[src/rtl/sdram_init_pkg.sv]
package sdram_init_pkg;
  typedef logic [6:0] cmd_t;

  // {cs[3:0], ras, cas, we}, all active low
  localparam cmd_t CMD_DES = 7'b1111111;
  localparam cmd_t CMD_NOP = 7'b1010111;
  localparam cmd_t CMD_PRE = 7'b1010010;
  localparam cmd_t CMD_REF = 7'b1010001;
  localparam cmd_t CMD_LMR = 7'b1010000;

  // Steps ahead of the refresh train: cke-up, NOP, PRECHARGE, NOP, NOP
  localparam int PRE_STEPS = 5;

  typedef enum logic [1:0] {PH_IDLE, PH_RUN, PH_FIN, PH_HOLD} phase_t;
endpackage

[src/rtl/sdram_init_mode.sv]
module sdram_init_mode #(
  parameter int          ADDR_W    = 13,
  parameter logic [2:0]  BL_CODE   = 3'b000,
  parameter logic        BT_CODE   = 1'b0,
  parameter logic [2:0]  CL_CODE   = 3'b010,
  parameter logic [1:0]  OP_CODE   = 2'b00,
  parameter logic        WB_SINGLE = 1'b1
) (
  output logic [ADDR_W-1:0] mode_word
);
  always_comb begin
    mode_word      = '0;
    mode_word[2:0] = BL_CODE;
    mode_word[3]   = BT_CODE;
    mode_word[6:4] = CL_CODE;
    mode_word[8:7] = OP_CODE;
    mode_word[9]   = WB_SINGLE;
  end
endmodule

[src/rtl/sdram_init_step.sv]
module sdram_init_step
  import sdram_init_pkg::*;
#(
  parameter int REF_ITERS = 16,
  localparam int LAST     = PRE_STEPS + 4 * REF_ITERS,
  localparam int STEP_W   = $clog2(LAST + 1)
) (
  input  logic              clk,
  input  logic              rst,
  input  logic              start,
  output phase_t            phase,
  output logic [STEP_W-1:0] step
);
  localparam logic [STEP_W-1:0] LAST_S = STEP_W'(LAST);

  always_ff @(posedge clk) begin
    if (rst) begin
      phase <= PH_IDLE;
      step  <= '0;
    end else begin
      case (phase)
        PH_IDLE: if (start) begin
          phase <= PH_RUN;
          step  <= '0;
        end
        PH_RUN: begin
          if (step == LAST_S) phase <= PH_FIN;
          else                step  <= step + 1'b1;
        end
        PH_FIN:  phase <= PH_HOLD;
        default: phase <= PH_HOLD;
      endcase
    end
  end
endmodule

[src/rtl/sdram_init_decode.sv]
module sdram_init_decode
  import sdram_init_pkg::*;
#(
  parameter int ADDR_W    = 13,
  parameter int BA_W      = 2,
  parameter int CKE_W     = 2,
  parameter int AP_BIT    = 10,
  parameter int REF_ITERS = 16,
  localparam int LAST     = PRE_STEPS + 4 * REF_ITERS,
  localparam int STEP_W   = $clog2(LAST + 1)
) (
  input  phase_t            phase,
  input  logic [STEP_W-1:0] step,
  input  logic [ADDR_W-1:0] mode_word,
  output cmd_t              cmd_d,
  output logic [ADDR_W-1:0] addr_d,
  output logic [BA_W-1:0]   ba_d,
  output logic [CKE_W-1:0]  cke_d,
  output logic              done_d
);
  localparam logic [STEP_W-1:0] LAST_S = STEP_W'(LAST);
  localparam logic [STEP_W-1:0] REF_LO = STEP_W'(PRE_STEPS);

  always_comb begin
    cmd_d  = CMD_NOP;
    addr_d = '0;
    ba_d   = '0;
    cke_d  = (phase == PH_IDLE) ? '0 : '1;
    done_d = (phase == PH_FIN);
    case (phase)
      PH_IDLE: cmd_d = CMD_DES;
      PH_RUN: begin
        if (step == '0) begin
          cmd_d = CMD_DES;
        end else if (step == STEP_W'(2)) begin
          cmd_d          = CMD_PRE;
          addr_d[AP_BIT] = 1'b1;
        end else if (step == LAST_S) begin
          cmd_d  = CMD_LMR;
          addr_d = mode_word;
        end else if (step >= REF_LO && step[0] == REF_LO[0]) begin
          cmd_d = CMD_REF;
        end
      end
      default: cmd_d = CMD_NOP;
    endcase
  end
endmodule

[src/rtl/sdram_init_seq.sv]
module sdram_init_seq
  import sdram_init_pkg::*;
#(
  parameter int CKE_W     = 2,
  parameter int ADDR_W    = 13,
  parameter int BA_W      = 2,
  parameter int AP_BIT    = 10,
  parameter int REF_ITERS = 16
) (
  input  logic              clk,
  input  logic              rst,
  input  logic              start,
  output logic              done,
  output logic [CKE_W-1:0]  cke,
  output logic [6:0]        cmd,
  output logic [ADDR_W-1:0] addr,
  output logic [BA_W-1:0]   ba
);
  localparam int LAST   = PRE_STEPS + 4 * REF_ITERS;
  localparam int STEP_W = $clog2(LAST + 1);

  phase_t              phase;
  logic [STEP_W-1:0]   step;
  logic [ADDR_W-1:0]   mode_word;
  cmd_t                cmd_d;
  logic [ADDR_W-1:0]   addr_d;
  logic [BA_W-1:0]     ba_d;
  logic [CKE_W-1:0]    cke_d;
  logic                done_d;

  sdram_init_step #(.REF_ITERS(REF_ITERS)) u_step (
    .clk(clk), .rst(rst), .start(start), .phase(phase), .step(step)
  );

  sdram_init_mode #(.ADDR_W(ADDR_W)) u_mode (.mode_word(mode_word));

  sdram_init_decode #(
    .ADDR_W(ADDR_W), .BA_W(BA_W), .CKE_W(CKE_W),
    .AP_BIT(AP_BIT), .REF_ITERS(REF_ITERS)
  ) u_dec (
    .phase(phase), .step(step), .mode_word(mode_word),
    .cmd_d(cmd_d), .addr_d(addr_d), .ba_d(ba_d),
    .cke_d(cke_d), .done_d(done_d)
  );

  always_ff @(posedge clk) begin
    if (rst) begin
      cmd  <= CMD_DES;
      addr <= '0;
      ba   <= '0;
      cke  <= '0;
      done <= 1'b0;
    end else begin
      cmd  <= cmd_d;
      addr <= addr_d;
      ba   <= ba_d;
      cke  <= cke_d;
      done <= done_d;
    end
  end
endmodule

[config.mk]
export PLATFORM = sky130hd
export DESIGN_NAME = sdram_init_seq
export DESIGN_NICKNAME = d
export VERILOG_FILES = /design/src/rtl/sdram_init_pkg.sv /design/src/rtl/sdram_init_mode.sv /design/src/rtl/sdram_init_step.sv /design/src/rtl/sdram_init_decode.sv /design/src/rtl/sdram_init_seq.sv
export SDC_FILE = /design/constraint.sdc
export NUM_CORES = 1
export LEC_CHECK = 0
export ABC_CLOCK_PERIOD_IN_PS = 3130
export BUFFER_PORTS_ARGS = -buffer_cell sky130_fd_sc_hd__buf_4
export CELL_PAD_IN_SITES_DETAIL_PLACEMENT = 0
export CELL_PAD_IN_SITES_GLOBAL_PLACEMENT = 2
export CORE_ASPECT_RATIO = 0.7
export CORE_MARGIN = 1.5
export CORE_UTILIZATION = 37
export DETAILED_ROUTE_END_ITERATION = 10
export HOLD_SLACK_MARGIN = 0.1
export MAX_ROUTING_LAYER = met4
export PLACE_DENSITY = 0.86
export REMOVE_ABC_BUFFERS = 1
export SETUP_SLACK_MARGIN = 0.02
export SLEW_MARGIN = 5
export SYNTH_ARGS = -nofsm -noshare
export SYNTH_HDL_FRONTEND = slang
export SYNTH_HIERARCHICAL = 1
export SYNTH_SLANG_ARGS = --single-unit
[constraint.sdc]
create_clock -name clk -period 3.13 [get_ports clk]
set_input_delay 0.626 -clock clk [delete_from_list [all_inputs] [get_ports clk]]
set_output_delay 0.626 -clock clk [all_outputs]
set_load 0.02 [all_outputs]
# After elaboration in Yosys (flattened, before gate mapping)
# Cells that the tools add are included.
# op_classes
n_mux,14
reduce_logical,8
magnitude_cmp,1
shift,0
addsub,1
bitwise,1
n_eq_ne,7
mul,0
div,0
# ops
operator,n
2-to-1 mux 7 bit,4
case mux 7 bit (2 select lines),2
2-to-1 mux 10 bit,1
"adder 7 x 1 -> 7 bit, second input constant",1
"equality test 7 x 2 -> 1 bit, second input constant",1
"equality test 7 bit, second input constant",1
">= comparator 7 x 3 -> 1 bit, second input constant",1
logical NOT 7 bit,1
2-to-1 mux 2 bit,3
2-to-1 mux 3 bit,2
"!= test 2 bit, second input constant",2
case mux 2 bit (2 select lines),1
OR reduction 4 bit,1
AND reduction 3 bit,1
OR reduction 3 bit,1
"equality test 2 x 1 -> 1 bit, second input constant",1
"equality test 2 bit, second input constant",1
logical NOT 2 bit,1
"!= test 2 x 1 -> 1 bit, second input constant",1
AND reduction 2 bit,1
nonzero test 2 bit,1
logical AND 1 bit,1
2-to-1 mux 1 bit,1
NOT 1 bit,1
# word_totals
latchBits,0
word_cells,39
romBits,0
ff_bits,32
mem_bits_rw,0
out_inout_bits,25
n_memories,0

# Depth between registers and ports, before layout
# depth
depth_word,7
mapped_depth,6
mapped_depth_nobuf,6

# By module
# Netlist, hierarchy kept.
# modules_own_cells
module,seq_area_each_um2,area_each_um2,cells_each,instances
sdram_init_seq,500.5,679.4,52,1
sdram_init_step,180.2,470.5,50,1
sdram_init_decode,0.0,314.1,51,1
sdram_init_mode,0.0,105.1,15,1

# Least setup slack after synthesis
# No wires, ideal clock.
# synth_timing
path_type,register to register
start,register u_step.step[1]
end,register u_step.step[4]
path_buffers,0
period_less_slack_ns,1.555
setup_slack_ns,1.575
setup_time_ns,0.130
arrival_time_ns,1.425
stages_incl_launch_ff,7
cell_sequence,dfxtp_1 > inv_1 > ha_1 > nor2b_1 > a311oi_4 > o211ai_1 > nor3b_1
# synth_between
elab_chain_cells,3
word_cells_on_any_way,6
classes_between,add/sub: 1; eq/ne: 2; mux: 2; reduce/logical: 1
# synth_lines
element,line,rtl
start: declaration,sdram_init_step.sv:12,output logic [STEP_W-1:0] step
start signal: assignment,sdram_init_step.sv:28,else step <= step + 1'b1;
adder 7 x 1 -> 7 bit or equality test 7 bit (tied branches),"sdram_init_step.sv:28, sdram_init_step.sv:27",
2-to-1 mux 7 bit or != test 2 bit (tied branches),n/a,
case mux 7 bit (2 select lines) or AND reduction 3 bit (tied branches),n/a,
# Parallel ways exist; a longest one is shown, timed or not. The select of a mux whose other input is x is not followed.
# A chain may end at the register's enable or synchronous reset.

# Final worst setup path
# Ends and elaborated chain as after synthesis.

==> metrics.cfg <==
[sta]
setup_viol = 0
hold_violations = 0
slew_viol_final = 0
fmax_mhz = 577
clock_skew_ns = 0.00239
rsz0062_at_grt = no
tns_ns = 0
fin_crit_ns = 1.73
post-route-period-util = 0.554

[clock_network]
clkLatencyLatePin_ns = 0.27
cts_setup_buffers = 0
cts_resized = 0
postCtsHoldBufs = 0
cts-htree-levels = 2
clkSinkCount = 34
cts_tree = yes
path_clk_slew_ns = 0.06
clockRootBuffer = clkbuf_8
cts_buffer_depth = 2
numCtsBuffers = 5

[pwr]
leakage_nw = 0.752
power.clock.fraction = 0.367
p_int_mw = 0.611
p_sw_frac = 0.230
powerDensity_mw_per_mm2 = 445
power.net_switching_mw = 0.182
p_comb_frac = 0.071
ir_drop_mv = 0.220
pwr-share-seq = 0.563

[critical_path]
critPathRequiredTime_ns = 3.28
crit_path_end_kind = register
critPathKind = reg -> reg
path_delay_family = compound AO/OA/AOI/OAI gates
start_kind = register
crit_path_cell_trace = inv_1, ha_1, nor2b_1, a311oi_4, o211ai_1, nor3b_1
critical_path.max_stage_delay_ns = 0.48
cp_num_buf_inv = 1
worst_ep_arrival_time_ns = 1.89
crit_path_top_delay_cell = a311oi_4
cp_max_fo = 7

[drt]
dr.first_iter.drc_count = 32
dr.pass1.iters = 4
remaining_drc_errors = 0
routedWlPerCell_um = 10.4
ant_nets = 0
via_count = 1079
via_per_inst = 4.44
postRouteWirelength_um = 2530

[synthesis]
avgSynthCellArea_um2 = 9.34
netlist-cell-type-count = 39
synth_warnings = 6
ys_seq_elements = 34
synth_area_mm2 = 0.00157
syn_inst = 168
yosysSeqAreaShare = 0.434

[global_route]
grt_pass1_wl_um = 4370
grt_max_degree = 35
grt_overflow = 0
grt_usage = 0.126
grt_pass1_vias = 959
antenna_found_initial = 0

[layout]
multiInputGateArea_um2 = 708
seqCellArea_um2 = 681
areaGrowthSynthToFinish_pct = 13.7
fillCellCount = 410
nets = 196
antennaDiodeCount = 0
stdcell_count = 243
layout-drive-gt1-share = 0.215

[floorplan]
die_y_um = 57.5
initial_utilization = 0.393
die_area_mm2 = 0.00465
rows = 19
coreArea_mm2 = 0.00399
die-width_um = 80.8
ios = 28

[place]
port_buffers = 27
place.gp.congestion = 0.780
place_inst = 236
hpwl_um = 1760

[flow_run]
cap_violations = 0

[status]
run_status = finished clean

[min_path]
hold_path.class = reg -> reg

metrics by stage:
step | power [mW] | instance area [um2] | util | hold WS, ns | worst slack (ns)
6_report | 0.794 | 1780 | 0.447 | 0.593 | 1.40
5_1_grt | 0.841 | 1780 | 0.447 | 0.610 | 1.28
4_1_cts | 0.809 | 1780 | 0.447 | 0.593 | 1.39
3_5_place_dp | 0.512 | 1710 | 0.427 | 0.580 | 1.40
3_3_place_gp | 0.512 | 1710 | 0.427 | 0.566 | 1.45
2_1_floorplan | 0.491 | 1440 | - | 0.515 | 1.59
synth_stat cells:
master    number  area (um2)
dfxtp_1       34         681
buf_4         20         150
nor2b_1       19         119
nor3_1        14        70.1
inv_1         13        48.8
a21oi_1        7        35.0
or2_1          7        43.8
conb_1         4        15.0
and2b_1        3        22.5
nand2b_1       3        18.8
nand3_1        3        15.0
nor2_1         3        11.3
or3_1          3        18.8
a311oi_1       2        17.5
a41oi_1        2        17.5
and3_1         2        12.5
buf_6          2        22.5
ha_1           2        25.0
nand2_1        2        7.51
nor3b_1        2        15.0
o211a_1        2        20.0
o21ai_0        2        10.0
a211o_1        1        8.76
a21boi_0       1        7.51
a21oi_2        1        8.76
a311oi_4       1        26.3
and4b_1        1        10.0
and4bb_4       1        16.3
buf_1          1        3.75
clkbuf_1       1        3.75
mux2i_1        1        10.0
nand3b_1       1        7.51
nor4_1         1        6.26
nor4b_2        1        15.0
o211ai_1       1        7.51
o21ai_4        1        16.3
o31ai_1        1        7.51
or2_2          1        6.26
or4_4          1        11.3
kinds of logic after synthesis:
group | after synthesis | synth area share
AND/OR/NAND/NOR | 68 | 0.272
buffers and inverters | 37 | 0.146
other | 4 | 0.00957
multiplexers | 1 | 0.00638
adder cells (fa/ha/maj) | 2 | 0.0159
flip-flops | 34 | 0.434
AO/OA/AOI/OAI | 22 | 0.116
power by group through the flow:
| stage | combinational (mW) | sequential (mW) | clock, mW |
|---|---|---|---|
| floorplan | 0.0298 | 0.461 | 0 |
| global placement | 0.0559 | 0.456 | 0 |
| detailed placement | 0.0560 | 0.456 | 0 |
| CTS | 0.0561 | 0.447 | 0.306 |
| global route | 0.0638 | 0.448 | 0.329 |
| finish | 0.0560 | 0.447 | 0.291 |
registers in the layout, summed over array words and instances, names as in the netlist:
name,cells
cmd,7
done,1
addr,13
u_step/step,7
u_step/phase,2
cke,2
ba,2
cell usage in the layout (no fill, tap or decap), drive strengths merged, types with 2 or more instances in the layout:
| cell | netlist | final |
|---|---|---|
| dfxtp | 34 | 34 |
| buf | 23 | 27 |
| nor2b | 19 | 19 |
| conb | 4 | 17 |
| nor3 | 14 | 14 |
| inv | 13 | 13 |
| or2 | 8 | 8 |
| a21oi | 8 | 8 |
| clkbuf | 1 | 5 |
| and2b | 3 | 3 |
| or3 | 3 | 3 |
| nand2b | 3 | 3 |
| nor2 | 3 | 3 |
| nand3 | 3 | 3 |
| o21ai | 3 | 3 |
| a311oi | 3 | 3 |
| clkinv | 0 | 2 |
| nor3b | 2 | 2 |
| and3 | 2 | 2 |
| o211a | 2 | 2 |
| nand2 | 2 | 2 |
| a41oi | 2 | 2 |
| ha | 2 | 2 |
worst reg2reg max path, stage by stage, from the launching register on:
cell and delay, ns:
dfxtp_1 0.42, inv_1 0.07, ha_1 0.17, nor2b_1 0.18, a311oi_4 0.48, o211ai_1 0.14
nor3b_1 0.16
per-layer routing:
layer / GRT usage / up-vias / part of all wire
li1: - / 572 / -
met5: - / - / 0
met1: 0.163 / 484 / 0.53
met3: 0.0480 / 2 / 0.044
met2: 0.177 / 21 / 0.42
met4: 0.0493 / 0 / 0.0075
final timing paths:
path	to	slack, ns	startpoint	cells after the start
worst max-delay path	u_step/step[4]	1.40	u_step/step[1]	6
worst min-delay path	u_step/step[1]	0.59	u_step/step[1]	2
worst max register to register	u_step/step[4]	1.40	u_step/step[1]	6
worst min register to register	u_step/step[1]	0.59	u_step/step[1]	2
area by class of cell:
| class | count | area share |
|---|---|---|
| clock buffer | 5 | 0.0386 |
| clock inverter | 2 | 0.00561 |
| inverter | 13 | 0.0273 |
| multi-input combinational | 110 | 0.397 |
| sequential | 34 | 0.381 |
| tap | 52 | 0.0365 |
| timing repair buffer | 27 | 0.114 |
Power figures use the tool's default switching activity.
